**src/rtl/pin_role_pkg.sv**
```systemverilog
// Shared types for the reset/GPIO pin controller.
// Assumes the role field occupies bits [2:0] of the register word.
package pin_role_pkg;
    typedef struct packed {
        logic data;   // bit 2: read-back or drive value
        logic dir;    // bit 1: 1 = output
        logic en;     // bit 0: 1 = GPIO, 0 = reset input
    } role_t;

    localparam int ROLE_W = $bits(role_t);
endpackage

```
**src/rtl/pin_sync.sv**
```systemverilog
// Multi-flop synchroniser for the asynchronous pin level.
// Assumes STAGES >= 2; resets to RESET_VAL (idle-high pin).
module pin_sync #(
    parameter int   STAGES    = 2,
    parameter logic RESET_VAL = 1'b1
) (
    input  logic clk,
    input  logic rst_n,
    input  logic d,
    output logic q
);
    logic [STAGES-1:0] shift_q;

    // Shift the raw level through the flop chain.
    always_ff @(posedge clk) begin
        if (!rst_n) shift_q <= {STAGES{RESET_VAL}};
        else        shift_q <= {shift_q[STAGES-2:0], d};
    end

    assign q = shift_q[STAGES-1];
endmodule

```
**src/rtl/pin_role_reg.sv**
```systemverilog
// Role register: captures the low role bits on a write hit.
// Cleared only by the power-on reset input, never by the pin request.
module pin_role_reg
    import pin_role_pkg::*;
#(
    parameter int          ADDR_W   = 8,
    parameter int          DATA_W   = 8,
    parameter logic [ADDR_W-1:0] REG_ADDR = 8'h80
) (
    input  logic              clk,
    input  logic              rst_n,
    input  logic [ADDR_W-1:0] addr,
    input  logic [DATA_W-1:0] wdata,
    input  logic              we,
    output role_t             role_q
);
    logic hit;
    assign hit = we && (addr == REG_ADDR);

    // Store the role field on a matching write.
    always_ff @(posedge clk) begin
        if (!rst_n)   role_q <= '0;
        else if (hit) role_q <= role_t'(wdata[ROLE_W-1:0]);
    end
endmodule

```
**src/rtl/pin_role_decode.sv**
```systemverilog
// Combinational decode of role bits into pad enable, reset request
// and read data. Assumes pin_level is already synchronised.
module pin_role_decode
    import pin_role_pkg::*;
#(
    parameter int          ADDR_W   = 8,
    parameter int          DATA_W   = 8,
    parameter logic [ADDR_W-1:0] REG_ADDR = 8'h80
) (
    input  role_t             role,
    input  logic              pin_level,
    input  logic [ADDR_W-1:0] addr,
    output logic              drive_low,
    output logic              reset_req,
    output logic [DATA_W-1:0] rdata
);
    logic input_role;
    logic output_role;
    logic bit2_rd;

    assign input_role  = role.en && !role.dir;
    assign output_role = role.en &&  role.dir;

    // Drive and request outputs from the current role.
    always_comb begin
        drive_low = output_role && !role.data;
        reset_req = !role.en && !pin_level;
    end

    // Read mux: bit 2 shows the pin in input role, else the stored bit.
    always_comb begin
        bit2_rd = input_role ? pin_level : role.data;
        rdata   = '0;
        if (addr == REG_ADDR) rdata[ROLE_W-1:0] = {bit2_rd, role.dir, role.en};
    end
endmodule

```
**src/rtl/pin_role_ctrl.sv**
```systemverilog
// Top of the reset/GPIO pin controller: synchroniser, role register
// and decode. Assumes an external open-drain pad driven by pin_drive_low.
module pin_role_ctrl
    import pin_role_pkg::*;
#(
    parameter int          ADDR_W      = 8,
    parameter int          DATA_W      = 8,
    parameter logic [ADDR_W-1:0] REG_ADDR = 8'h80,
    parameter int          SYNC_STAGES = 2
) (
    input  logic              clk,
    input  logic              rst_n,
    input  logic [ADDR_W-1:0] bus_addr,
    input  logic [DATA_W-1:0] bus_wdata,
    input  logic              bus_we,
    output logic [DATA_W-1:0] bus_rdata,
    input  logic              pin_in,
    output logic              pin_drive_low,
    output logic              pin_level,
    output logic              reset_req
);
    role_t role_q;

    pin_sync #(.STAGES(SYNC_STAGES), .RESET_VAL(1'b1)) u_sync (
        .clk(clk), .rst_n(rst_n), .d(pin_in), .q(pin_level)
    );

    pin_role_reg #(.ADDR_W(ADDR_W), .DATA_W(DATA_W), .REG_ADDR(REG_ADDR)) u_reg (
        .clk(clk), .rst_n(rst_n), .addr(bus_addr), .wdata(bus_wdata),
        .we(bus_we), .role_q(role_q)
    );

    pin_role_decode #(.ADDR_W(ADDR_W), .DATA_W(DATA_W), .REG_ADDR(REG_ADDR)) u_dec (
        .role(role_q), .pin_level(pin_level), .addr(bus_addr),
        .drive_low(pin_drive_low), .reset_req(reset_req), .rdata(bus_rdata)
    );
endmodule

```
**config.mk**
```make
export PLATFORM = sky130hd
export DESIGN_NAME = pin_role_ctrl
export DESIGN_NICKNAME = d
export VERILOG_FILES = /design/src/rtl/pin_role_pkg.sv /design/src/rtl/pin_sync.sv /design/src/rtl/pin_role_reg.sv /design/src/rtl/pin_role_decode.sv /design/src/rtl/pin_role_ctrl.sv
export SDC_FILE = /design/constraint.sdc
export NUM_CORES = 1
export LEC_CHECK = 0
export BUFFER_PORTS_ARGS = -buffer_cell sky130_fd_sc_hd__buf_2
export CAP_MARGIN = 20
export CORE_AREA = 4 4 41 43
export CTS_BUF_LIST = sky130_fd_sc_hd__clkbuf_8
export DETAILED_ROUTE_END_ITERATION = 10
export DIE_AREA = 0 0 45 47
export HOLD_SLACK_MARGIN = 0.03
export PLACE_DENSITY = 0.66
export SETUP_SLACK_MARGIN = 0.3
export SYNTH_ARGS = -nofsm -noshare
export SYNTH_HDL_FRONTEND = slang
export SYNTH_SLANG_ARGS = --single-unit
```
**constraint.sdc**
```tcl
create_clock -name clk -period 1.7 [get_ports clk]
set_clock_uncertainty 0.05 [all_clocks]
set_input_delay 0.17 -clock clk [delete_from_list [all_inputs] [get_ports clk]]
set_output_delay 0.17 -clock clk [all_outputs]
set_load 0.02 [all_outputs]
```
# Word-level counts from Yosys, hierarchy flattened

Cells that the tools add are included.

Register bits: 5
Input bits: 20
Output and inout bits: 11
Word-level logic and storage cells: 16

Equal/unequal tests: 1
Muxes and demuxes: 2
Reductions and logical operators: 9

Operator list:

| operator                                   | number |
|---|---|
| equality test 8 bit, second input constant | 1 |
| logical AND 1 bit                          | 5 |
| logical NOT 1 bit                          | 4 |
| 2-to-1 mux 3 bit                           | 1 |
| 2-to-1 mux 1 bit                           | 1 |

# Depth between registers and ports, before layout

Gate-level depths: netlist of the first run.

Depth in word-level cells: 4
Mapped depth: 3
Depth with buffers taken out: 3

# By module

Synthesis of the first run repeated with hierarchy kept, for this count alone.

Cell total of the unflattened synthesis: 36
Area total of the unflattened synthesis: 324.1 um2

By module, submodules not included:

| module          | times used | cells each | area each (um2) | seq. area each (um2) |
|---|---|---|---|---|
| pin_role_reg    | 1          | 15         | 161.4           | 60.1 |
| pin_role_decode | 1          | 17         | 110.1           | 0.0 |
| pin_sync        | 1          | 4          | 52.6            | 40.0 |

# Worst setup path before layout of the first run

No wires, ideal clock.

Path kind: flip-flop to output port
From: register u_reg.role_q[0] (netlist name)
To: output port bus_rdata[2]
Data arrival time: 881 ps
Required time: 1480 ps
Setup slack: 599 ps
Stages on the path, launching flop included: 4
Cell sequence: dfxtp_1 nor2b_1 mux2i_1 nor2_1

Word-level cells in the longest chain between the ends: 3

RTL lines:

| element           | line                  | text |
|---|---|---|
| logical AND 1 bit | pin_role_decode.sv:21 | `assign input_role = role.en && !role.dir;` |
| 2-to-1 mux 1 bit  | pin_role_decode.sv:32 | `bit2_rd = input_role ? pin_level : role.data;` |
| 2-to-1 mux 3 bit  | pin_role_decode.sv:34 | `if (addr == REG_ADDR) rdata[ROLE_W-1:0] = {bit2_rd, role.dir, role.en};` |
| to (decl)         | pin_role_ctrl.sv:16   | `output logic [DATA_W-1:0] bus_rdata,` |

No other way between the ends.

# Final worst setup path of the first run

From: register u_reg.role_q[0] (netlist name)
To: output port bus_rdata[2]

Word-level cells in the longest chain between the ends: 3

RTL lines:

| element           | line |
|---|---|
| logical AND 1 bit | pin_role_decode.sv:21 |
| 2-to-1 mux 1 bit  | pin_role_decode.sv:32 |
| 2-to-1 mux 3 bit  | pin_role_decode.sv:34 |

No other way between the ends.

==> results of run 1 <==
## path summary, 6_finish.rpt
kind / startpoint / endpoint / cells after the start / slack, ps
max: u_reg.role_q[0] / bus_rdata[2] / 4 / 380
min: pin_in / u_sync.shift_q[0] / 2 / 80
max reg2reg: u_reg.role_q[1] / u_reg.role_q[1] / 2 / 990
min reg2reg: u_sync.shift_q[0] / u_sync.shift_q[1] / 1 / 350
## logic make-up after synthesis
group                  count (synthesis)
muxes                                  4
other                                  1
buffers and inverters                  5
and+or+nand+nor                       19
DFF                                    5
## layout by cell type (no fill, tap or decap)
cell type / Yosys / final
buf_2: 0 / 20
nand2_1: 8 / 8
conb_1: 1 / 5
mux2i_1: 4 / 4
dfxtp_1: 5 / 4
nor2_1: 3 / 3
clkbuf_8: 0 / 3
and3_2: 2 / 2
nand2b_1: 2 / 2
nor4_4: 1 / 1
nor4b_4: 1 / 1
nor2b_4: 0 / 1
nand3_2: 1 / 1
inv_1: 0 / 1
dfxtp_2: 0 / 1
## per-stage QoR
step,hold slack (ps),utilization (%),instances
after floorplan,193.0,-,38
after global placement,302.0,31.35,68
after detailed placement,307.1,31.35,68
after CTS,76.10,35.00,72
after global routing,84.37,35.48,72
final,79.91,35.48,72
## area by class of cell
class | count | area [sq um]
Fill cell | 138 | 839.6
Sequential cell | 5 | 101.3
Clock inverter | 1 | 3.754
Tap cell | 15 | 18.77
Clock buffer | 3 | 41.29
Timing Repair Buffer | 20 | 100.1
Multi-Input combinational cell | 28 | 196.4
## flip-flops by register name, indices dropped and copies added, names as in the netlist
signal	cells
u_sync.shift_q	2
u_reg.role_q	3
## power by group
part | internal [uW] | switching, uW
clock | 155 | 57.2
sequential | 120 | 0.936
combinational | 18.1 | 26.2
## per-layer routing
layer	part of all wire, %	GRT usage [%]	vias to the layer above
li1	-	-	148
met1	31	5.923	126
met2	49	12.99	19
met3	14	1.149	3
met4	4.7	8.772	0
met5	0	0	-
==> flow_metrics.env, run 1 <==
export IMPL_combinational_family_with_the_most_area_after_synthesis="simple AND/OR/NAND/NOR gates"
export IMPL_largest_delay_contributor_family_on_the_critical_path="flip-flops"
export IMPL_syn_cell_area_sq_um=311.5
export IMPL_first_pass_grt_wire_length_microns=1028
export IMPL_drt_first_pass_iters=3
export IMPL_result_of_the_run="finished clean"
export IMPL_route_detailed_wl_per_inst_microns=8.833
export IMPL_design_power_total_uw=377.6
export IMPL_hold_path_class="input port to flip-flop"
export IMPL_post_synth_main_area_contributors="dfxtp_1 32%, mux2i_1 13%, buf_4 12%"
export IMPL_die_y_microns=47
export IMPL_clock_sinks=5
export IMPL_final_max_slew_violation_count=0
export IMPL_post_synth_top_count_cell="nand2_1"
export IMPL_syn_mean_instance_area_sq_um=9.163
export IMPL_postSynthRegisterBits=5
export IMPL_synthArstFlopShare_pct=0
export IMPL_vias_in_the_first_global_route=290
export IMPL_drcViolationCount=0
export IMPL_highest_ir_drop_seen_on_vdd_v=0.0004175
export IMPL_synth_compound_area_share_pct=0
export IMPL_syn_instance_count=34
export IMPL_root_buffer="clkbuf_8"
export IMPL_post_synth_and_or_nand_nor_area_fraction_pct=41.77
export IMPL_clock_latency_ps=220
export IMPL_grt_max_degree=9
export IMPL_power_density_cell_area_nw_per_um2=817.8
export IMPL_synthToLayoutAreaGrowth_pct=48.19
export IMPL_cts_buf_count=3
export IMPL_setup_tns_final_ps=0
export IMPL_yosys_most_used_dff="dfxtp_1"
export IMPL_post_synthesis_share_of_cell_area_spent_on_xor_and_xnor_gates_pct=0
export IMPL_detail_route_antenna_nets=0
export IMPL_design_area_sq_um=461.7
export IMPL_timing_final_setup_violations=0
export IMPL_finish_net_count=78
export IMPL_die_area_sq_um=2115
export IMPL_max_freq_mhz=759.0
export IMPL_die_w_microns=45
export IMPL_dp_hpwl_microns=551.8
export IMPL_cts_path_max_buffers=2
export IMPL_synth_seq_area_share_pct=32.13
export IMPL_cp_required_ps=1480
export IMPL_synth_edff_count=0
export IMPL_final_hold_violation_count=0
export IMPL_post_cts_setup_repair_buffer_count=0
export IMPL_number_of_buffers_added_to_fix_hold_violations_after_cts=0
export IMPL_worst_path_max_fanout=5
export IMPL_rsz0062_at_grt="false"
export IMPL_coreArea_sq_um=1301
export IMPL_setup_worst_path_end_class="primary output"
export IMPL_worst_setup_path_type="flip-flop to primary output"
export IMPL_insertedDiodeCount=0
export IMPL_vias_per_cell=4.111
export IMPL_setup_ws_ps=382.5
export IMPL_portBuffers=20
export IMPL_min_period_ps=1318
export IMPL_cpMaxStageDelayCell="dfxtp_2"
export IMPL_antenna_found_initial=0
export IMPL_grt_overflow_total=0
export IMPL_area_share_of_the_leading_cell_type_in_the_synthesized_netlist_pct=32.13
export IMPL_peak_per_stage_delay_on_the_critical_path_ps=350
export IMPL_p_leak_uw=0.0002462
export IMPL_timing_critical_path_cells="nor2b_4 -> mux2i_1 -> nor2_1 -> buf_2"
export IMPL_cp_start_kind="flip-flop"
export IMPL_floorplan_io_pins=31
export IMPL_gr_usage_all_layers_pct=7.115
export IMPL_synth_adder_area_share_pct=0
export IMPL_finalWirelength_microns=636
export IMPL_synth_distinct_cells=12
export IMPL_cts_htree_levels=1
export IMPL_maximum_capacitance_violations=0
export IMPL_post_place_ws_ps=448.0
export IMPL_drc_marker_count_from_the_first_detailed_route_iteration=1
export IMPL_final_period_utilization_pct=77.50
export IMPL_clk_pin_slew_worst_paths_ps=30
export IMPL_cts_tree="built"
export IMPL_post_synth_top_area_cell="dfxtp_1"
export IMPL_floorplan_initialDensity_pct=23.94
export IMPL_post_placement_cell_area_sq_um=407.9
export IMPL_ranking_of_synthesized_cells_by_instance_count="8 x nand2_1, 5 x buf_4, 5 x dfxtp_1"
export IMPL_cts_repair_resize_count=1
export IMPL_worst_ep_arrival_time_ps=1100
export IMPL_route_vias_total=296
export IMPL_worst_path_buf_inv=1
export IMPL_synth_warnings=0
export IMPL_placementRows=13
export IMPL_synth_mux_area_share_pct=12.85
export IMPL_drive_above_1_share_pct=52.63
export IMPL_gp_congestion=0.6258
Note: power is estimated with default switching activity, not from simulation.
==> inputs of run 2 (changes only) <==
--- a/config.mk
+++ b/config.mk
@@ -12,7 +12,7 @@
 export DETAILED_ROUTE_END_ITERATION = 10
 export DIE_AREA = 0 0 45 47
 export HOLD_SLACK_MARGIN = 0.03
-export PLACE_DENSITY = 0.66
+export PLACE_DENSITY = 0.69
 export SETUP_SLACK_MARGIN = 0.3
 export SYNTH_ARGS = -nofsm -noshare
 export SYNTH_HDL_FRONTEND = slang
==> constraint.sdc (replaced) <==
create_clock -name clk -period 1.2 [get_ports clk]
set_clock_uncertainty 0.05 [all_clocks]
set_input_delay 0.12 -clock clk [delete_from_list [all_inputs] [get_ports clk]]
set_output_delay 0.12 -clock clk [all_outputs]
set_load 0.02 [all_outputs]
==> run 2 against run 1 <==
- via count up 9.1%
- sequential cell count did not move
- sequential share of layout area decreased by 4.3 points
- critical endpoint is now reset_req
- final area grew 28%
- largest power group unchanged
- clock power is 41% higher
- hold slack better by 13 ps
- the run now ends with negative setup slack left
==> flow_metrics.env, run 2 (synthesis results as in run 1) <==
export IMPL_worst_ep_arrival_time_ps=1070
export IMPL_maximum_capacitance_violations=0
export IMPL_placementRows=13
export IMPL_design_power_total_uw=551.3
export IMPL_reg_top3="u_reg.role_q x3, u_sync.shift_q x2"
export IMPL_path_common_cell="buf_4"
export IMPL_setup_ws_ps=-36.91
export IMPL_cp_endpoint="reset_req"
export IMPL_layout_cells_most_common="buf_2"
export IMPL_drt_first_pass_iters=4
export IMPL_grt_max_degree=9
export IMPL_finish_net_count=84
export IMPL_vias_per_cell=4.141
export IMPL_route_detailed_wl_per_inst_microns=11.03
export IMPL_worst_path_buf_inv=3
export IMPL_final_hold_violation_count=0
export IMPL_final_period_utilization_pct=103.1
export IMPL_setup_worst_path_start="u_reg.role_q[0]"
export IMPL_highest_ir_drop_seen_on_vdd_v=0.0004878
export IMPL_timing_critical_path_cells="buf_4 -> buf_6 -> nor2_1 -> buf_4"
export IMPL_post_layout_utilization_of_the_core_pct=45.29
export IMPL_registers_top_by_ff_count="u_reg.role_q"
export IMPL_worst_path_max_fanout=4
export IMPL_grt_overflow_total=0
export IMPL_worst_r2r_setup_slack_ps=250
export IMPL_synthToLayoutAreaGrowth_pct=89.16
export IMPL_coreArea_sq_um=1301
export IMPL_drive_above_1_share_pct=63.49
export IMPL_detail_route_antenna_nets=0
export IMPL_vias_in_the_first_global_route=359
export IMPL_cpMaxStageDelayCell="dfxtp_2"
export IMPL_first_pass_grt_wire_length_microns=1304
export IMPL_gp_congestion=0.6440
export IMPL_result_of_the_run="complete, but fails checks"
export IMPL_clock_sinks=5
export IMPL_cts_tree="built"
export IMPL_rsz0062_at_grt="true"
export IMPL_drc_marker_count_from_the_first_detailed_route_iteration=3
export IMPL_cts_htree_levels=1
export IMPL_crit_cells=4
export IMPL_timing_final_setup_violations=4
export IMPL_r2r_end="u_reg.role_q[0]"
export IMPL_peak_per_stage_delay_on_the_critical_path_ps=310
export IMPL_beginning_of_the_worst_register_to_register_path="u_reg.role_q[0]"
export IMPL_root_buffer="clkbuf_8"
export IMPL_power_density_cell_area_nw_per_um2=935.5
export IMPL_drcViolationCount=0
export IMPL_layout_filler_cells=140
export IMPL_hold_path_class="input port to flip-flop"
export IMPL_setup_worst_path_end_class="primary output"
export IMPL_portBuffers=20
export IMPL_insertedDiodeCount=0
export IMPL_cts_path_max_buffers=2
export IMPL_die_area_sq_um=2115
export IMPL_final_max_slew_violation_count=0
export IMPL_largest_delay_contributor_family_on_the_critical_path="buffers and inverters"
export IMPL_min_period_ps=1237
export IMPL_final_cell_mix="12 x buf_2, 7 x nand2_1, 7 x buf_6"
export IMPL_failed_checks="negative setup slack"
export IMPL_cts_buf_count=3
export IMPL_gr_usage_all_layers_pct=8.617
export IMPL_floorplan_initialDensity_pct=23.94
export IMPL_floorplan_io_pins=31
export IMPL_worstRegToRegCells=5
export IMPL_antenna_found_initial=0
export IMPL_max_reg_flops=3
export IMPL_cp_required_ps=1030
export IMPL_die_y_microns=47
export IMPL_die_w_microns=45
export IMPL_finalWirelength_microns=860
export IMPL_route_vias_total=323
export IMPL_clk_pin_slew_worst_paths_ps=30
export IMPL_post_place_ws_ps=55.46
export IMPL_worst_setup_path_type="flip-flop to primary output"
export IMPL_clock_latency_ps=220
export IMPL_max_freq_mhz=808.5
export IMPL_cp_start_kind="flip-flop"
export IMPL_p_leak_uw=0.0002879
-- run 2: changes by cell type in the layout (fill, tap and decap cells not counted), sizes merged --
| cell | delta |
|---|---|
| dlygate4sd3 | +1 |
| buf | +5 |
-- run 2: worst reg2reg max path, cell delays in order (launching register included) --
cell	delay, ps
dfxtp_2	310
buf_4	130
buf_6	110
buf_4	120
nand2_1	40
mux2i_1	60
-- run 2: where the power goes --
group,internal (uW),switching (uW),total (uW)
Combinational,40.1,40.7,80.8
Sequential,171,1.49,172
Clock,219,79.3,298
-- run 2: worst min path at each step --
stage,startpoint,to,depth (start not counted)
2_1_floorplan,rst_n,u_sync.shift_q[1],1
3_3_place_gp,pin_in,u_sync.shift_q[0],2
3_5_place_dp,pin_in,u_sync.shift_q[0],2
4_1_cts,rst_n,u_sync.shift_q[1],2
5_1_grt,bus_wdata[0],u_reg.role_q[0],3
6_report,rst_n,u_sync.shift_q[1],2
-- run 2: timing repair --
item                       CTS  global route
setup endpoints to repair    5             8
buffers inserted             3             2
hold buffers                 1             0
gates resized for setup     12             7
hold endpoints to repair     1             0
pin swaps                    4             1
-- run 2: layout make-up --
| class | count | area [sq um] | area share (%) |
|---|---|---|---|
| multi-input cells | 28 | 220.2 | 37.37 |
| flip-flops and latches | 5 | 103.9 | 17.62 |
| repair buffers | 26 | 201.4 | 34.18 |
| clock inverters | 1 | 3.754 | 0.6369 |
| clock buffers | 3 | 41.29 | 7.006 |
| well taps | 15 | 18.77 | 3.185 |
-- run 2: per-layer routing --
layer  vias up  track usage, %  part of all wire (%)
li1        160               -                     -
met1       148           8.200                    32
met2        15           16.10                    58
met3         0           1.533                   9.5
met4         0           7.018                     0
met5         -               0                     0
-- run 2: through the flow --
stage | hold slack, ps | TNS, ps | cells | cell area (sq um)
after global routing | 108.8 | -239.6 | 78 | 589.3
final | 92.62 | -84.95 | 78 | 589.3
after global placement | 252.1 | 0 | 68 | 420.4
after floorplan | 143.0 | 0 | 38 | 339.1
after detailed placement | 253.4 | 0 | 68 | 420.4
after CTS | 92.35 | -35.23 | 76 | 546.8
==> inputs of run 3 (changes only) <==
--- a/config.mk
+++ b/config.mk
@@ -12,8 +12,9 @@
 export DETAILED_ROUTE_END_ITERATION = 10
 export DIE_AREA = 0 0 45 47
 export HOLD_SLACK_MARGIN = 0.03
-export PLACE_DENSITY = 0.69
+export PLACE_DENSITY = 0.7
 export SETUP_SLACK_MARGIN = 0.3
 export SYNTH_ARGS = -nofsm -noshare
 export SYNTH_HDL_FRONTEND = slang
+export SYNTH_HIERARCHICAL = 1
 export SYNTH_SLANG_ARGS = --single-unit
==> run 3 against run 2 <==
- final area decreased by 4.0%
- fmax rose by 0.89%
- the run still ends with negative setup slack left
- largest cell class unchanged
- register-to-register slack improved by 210 ps
- synthesized cell count is 5.9% higher
- critical endpoint is now bus_rdata[2]
- critical path type unchanged
- largest power group unchanged
==> flow_metrics.env, run 3 <==
export IMPL_syn_cell_area_sq_um=324.1
export IMPL_grt_max_degree=9
export IMPL_worstRegToRegCells=3
export IMPL_synth_warnings=6
export IMPL_cp_required_ps=1030
export IMPL_worst_r2r_setup_slack_ps=460
export IMPL_hold_slack_ps=35.69
export IMPL_placementRows=13
export IMPL_final_period_utilization_pct=102.2
export IMPL_post_synth_top_area_cell="dfxtp_1"
export IMPL_result_of_the_run="complete, but fails checks"
export IMPL_worst_setup_path_type="flip-flop to primary output"
export IMPL_rsz0062_at_grt="true"
export IMPL_hold_start="pin_in"
export IMPL_registers_top_by_ff_count="u_reg/role_q"
export IMPL_reg_top3="u_reg/role_q x3, u_sync/shift_q x2"
export IMPL_synth_distinct_cells=14
export IMPL_route_detailed_wl_per_inst_microns=9.197
export IMPL_gp_congestion=0.6402
export IMPL_worst_ep_arrival_time_ps=1060
export IMPL_area_share_of_the_leading_cell_type_in_the_synthesized_netlist_pct=30.89
export IMPL_cts_path_max_buffers=2
export IMPL_insertedDiodeCount=0
export IMPL_clock_latency_ps=220
export IMPL_dp_hpwl_microns=609.8
export IMPL_syn_mean_instance_area_sq_um=9.002
export IMPL_post_placement_cell_area_sq_um=440.4
export IMPL_min_period_ps=1226
export IMPL_number_of_buffers_added_to_fix_hold_violations_after_cts=0
export IMPL_setup_ws_ps=-26.05
export IMPL_layout_cells_most_common="buf_2"
export IMPL_post_synth_main_area_contributors="dfxtp_1 31%, mux2i_1 12%, buf_4 12%"
export IMPL_gr_usage_all_layers_pct=7.036
export IMPL_clk_pin_slew_worst_paths_ps=40
export IMPL_die_area_sq_um=2115
export IMPL_detail_route_antenna_nets=0
export IMPL_vias_per_cell=3.921
export IMPL_post_synth_top_count_cell="nand2_1"
export IMPL_max_reg_flops=3
export IMPL_die_y_microns=47
export IMPL_drc_marker_count_from_the_first_detailed_route_iteration=1
export IMPL_final_hold_violation_count=0
export IMPL_final_cell_mix="11 x buf_2, 8 x buf_6, 7 x nand2_1"
export IMPL_cts_buf_count=3
export IMPL_highest_ir_drop_seen_on_vdd_v=0.0005981
export IMPL_vias_in_the_first_global_route=301
export IMPL_antenna_found_initial=0
export IMPL_failed_checks="negative setup slack"
export IMPL_finish_net_count=82
export IMPL_setup_worst_path_end_class="primary output"
export IMPL_power_density_cell_area_nw_per_um2=962.0
export IMPL_cp_start_kind="flip-flop"
export IMPL_post_place_ws_ps=-20.30
export IMPL_p_leak_uw=0.0002502
export IMPL_max_freq_mhz=815.6
export IMPL_coreArea_sq_um=1301
export IMPL_finalWirelength_microns=699
export IMPL_whs_path_depth=2
export IMPL_cts_tree="built"
export IMPL_synth_edff_count=0
export IMPL_postSynthRegisterBits=5
export IMPL_floorplan_io_pins=31
export IMPL_root_buffer="clkbuf_8"
export IMPL_beginning_of_the_worst_register_to_register_path="u_reg/role_q[0]"
export IMPL_first_pass_grt_wire_length_microns=1117
export IMPL_timing_final_setup_violations=1
export IMPL_floorplan_initialDensity_pct=24.90
export IMPL_clock_sinks=5
export IMPL_design_area_sq_um=565.5
export IMPL_drive_above_1_share_pct=62.30
export IMPL_r2r_end="u_reg/role_q[0]"
export IMPL_final_max_slew_violation_count=0
export IMPL_drt_first_pass_iters=3
export IMPL_die_w_microns=45
export IMPL_maximum_capacitance_violations=0
export IMPL_synthToLayoutAreaGrowth_pct=74.52
export IMPL_hold_path_class="input port to flip-flop"
export IMPL_yosys_most_used_dff="dfxtp_1"
export IMPL_drcViolationCount=0
export IMPL_cts_htree_levels=1
export IMPL_timing_hold_worst_endpoint="u_sync/shift_q[0]"
export IMPL_synthArstFlopShare_pct=0
export IMPL_syn_instance_count=36
export IMPL_route_vias_total=298
export IMPL_grt_overflow_total=0
export IMPL_post_layout_utilization_of_the_core_pct=43.46
export IMPL_synth_seq_area_share_pct=30.89
export IMPL_portBuffers=20
export IMPL_worst_path_max_fanout=2
export IMPL_ranking_of_synthesized_cells_by_instance_count="7 x nand2_1, 5 x buf_4, 5 x dfxtp_1"
-- run 3: worst max-delay path by stage --
stage | from | to | slack (ps)
2_1_floorplan | bus_addr[1] | u_reg/role_q[0] | 160
3_3_place_gp | bus_addr[1] | bus_rdata[2] | -7
3_5_place_dp | bus_addr[1] | u_reg/role_q[2] | -20
4_1_cts | u_reg/role_q[0] | bus_rdata[2] | -40
5_1_grt | u_reg/role_q[0] | bus_rdata[2] | -90
6_report | u_reg/role_q[0] | bus_rdata[2] | -30
-- run 3: final cells by class --
cell class	instances	area, sq um
sequential	5	103.9
multi-input combinational	30	230.2
fill	149	735.7
tap	15	18.77
timing repair buffer	22	167.7
clock inverter	1	3.754
clock buffer	3	41.29
-- run 3: cells by family after synthesis --
family	after synthesis	synth area share, %
other	1	1.157
DFF	5	30.89
buffers and inverters	5	11.58
muxes	4	12.36
and+or+nand+nor	21	44.02
-- run 3: metrics by stage --
step                      cells  power [uW]  setup TNS (ps)
after floorplan              40       216.6               0
after global placement       72       236.6          -19.67
after detailed placement     72       237.8          -45.70
after CTS                    76       548.0          -37.92
after global routing         76       567.6          -96.01
final                        76       544.1          -26.05
-- run 3: metal layers --
| layer | GRT usage (%) | part of all wire, % |
|---|---|---|
| met1 | 7.062 | 37 |
| met2 | 13.84 | 55 |
| met3 | 2.299 | 7.3 |
| met4 | 1.754 | 0 |
| met5 | 0 | 0 |
-- run 3: critical path: stages, from the launching register on --
cell and delay, ps:
dfxtp_2 320, nor2b_4 130, mux2i_1 210, nor2b_2 60, buf_6 130
-- run 3: report_power, final --
part	internal (uW)	total, uW	leakage [uW]	switching [uW]
combinational	36.0	74.4	0.000182	38.4
sequential	171	173	0.0000414	2.21
clock	219	297	0.0000269	77.8
-- run 3: timing repair --
action | 4_1_cts | 5_1_grt
setup buffers | 0 | 0
endpoints found under the setup margin | 9 | 9
pin swaps | 4 | 3
resized for setup | 16 | 7
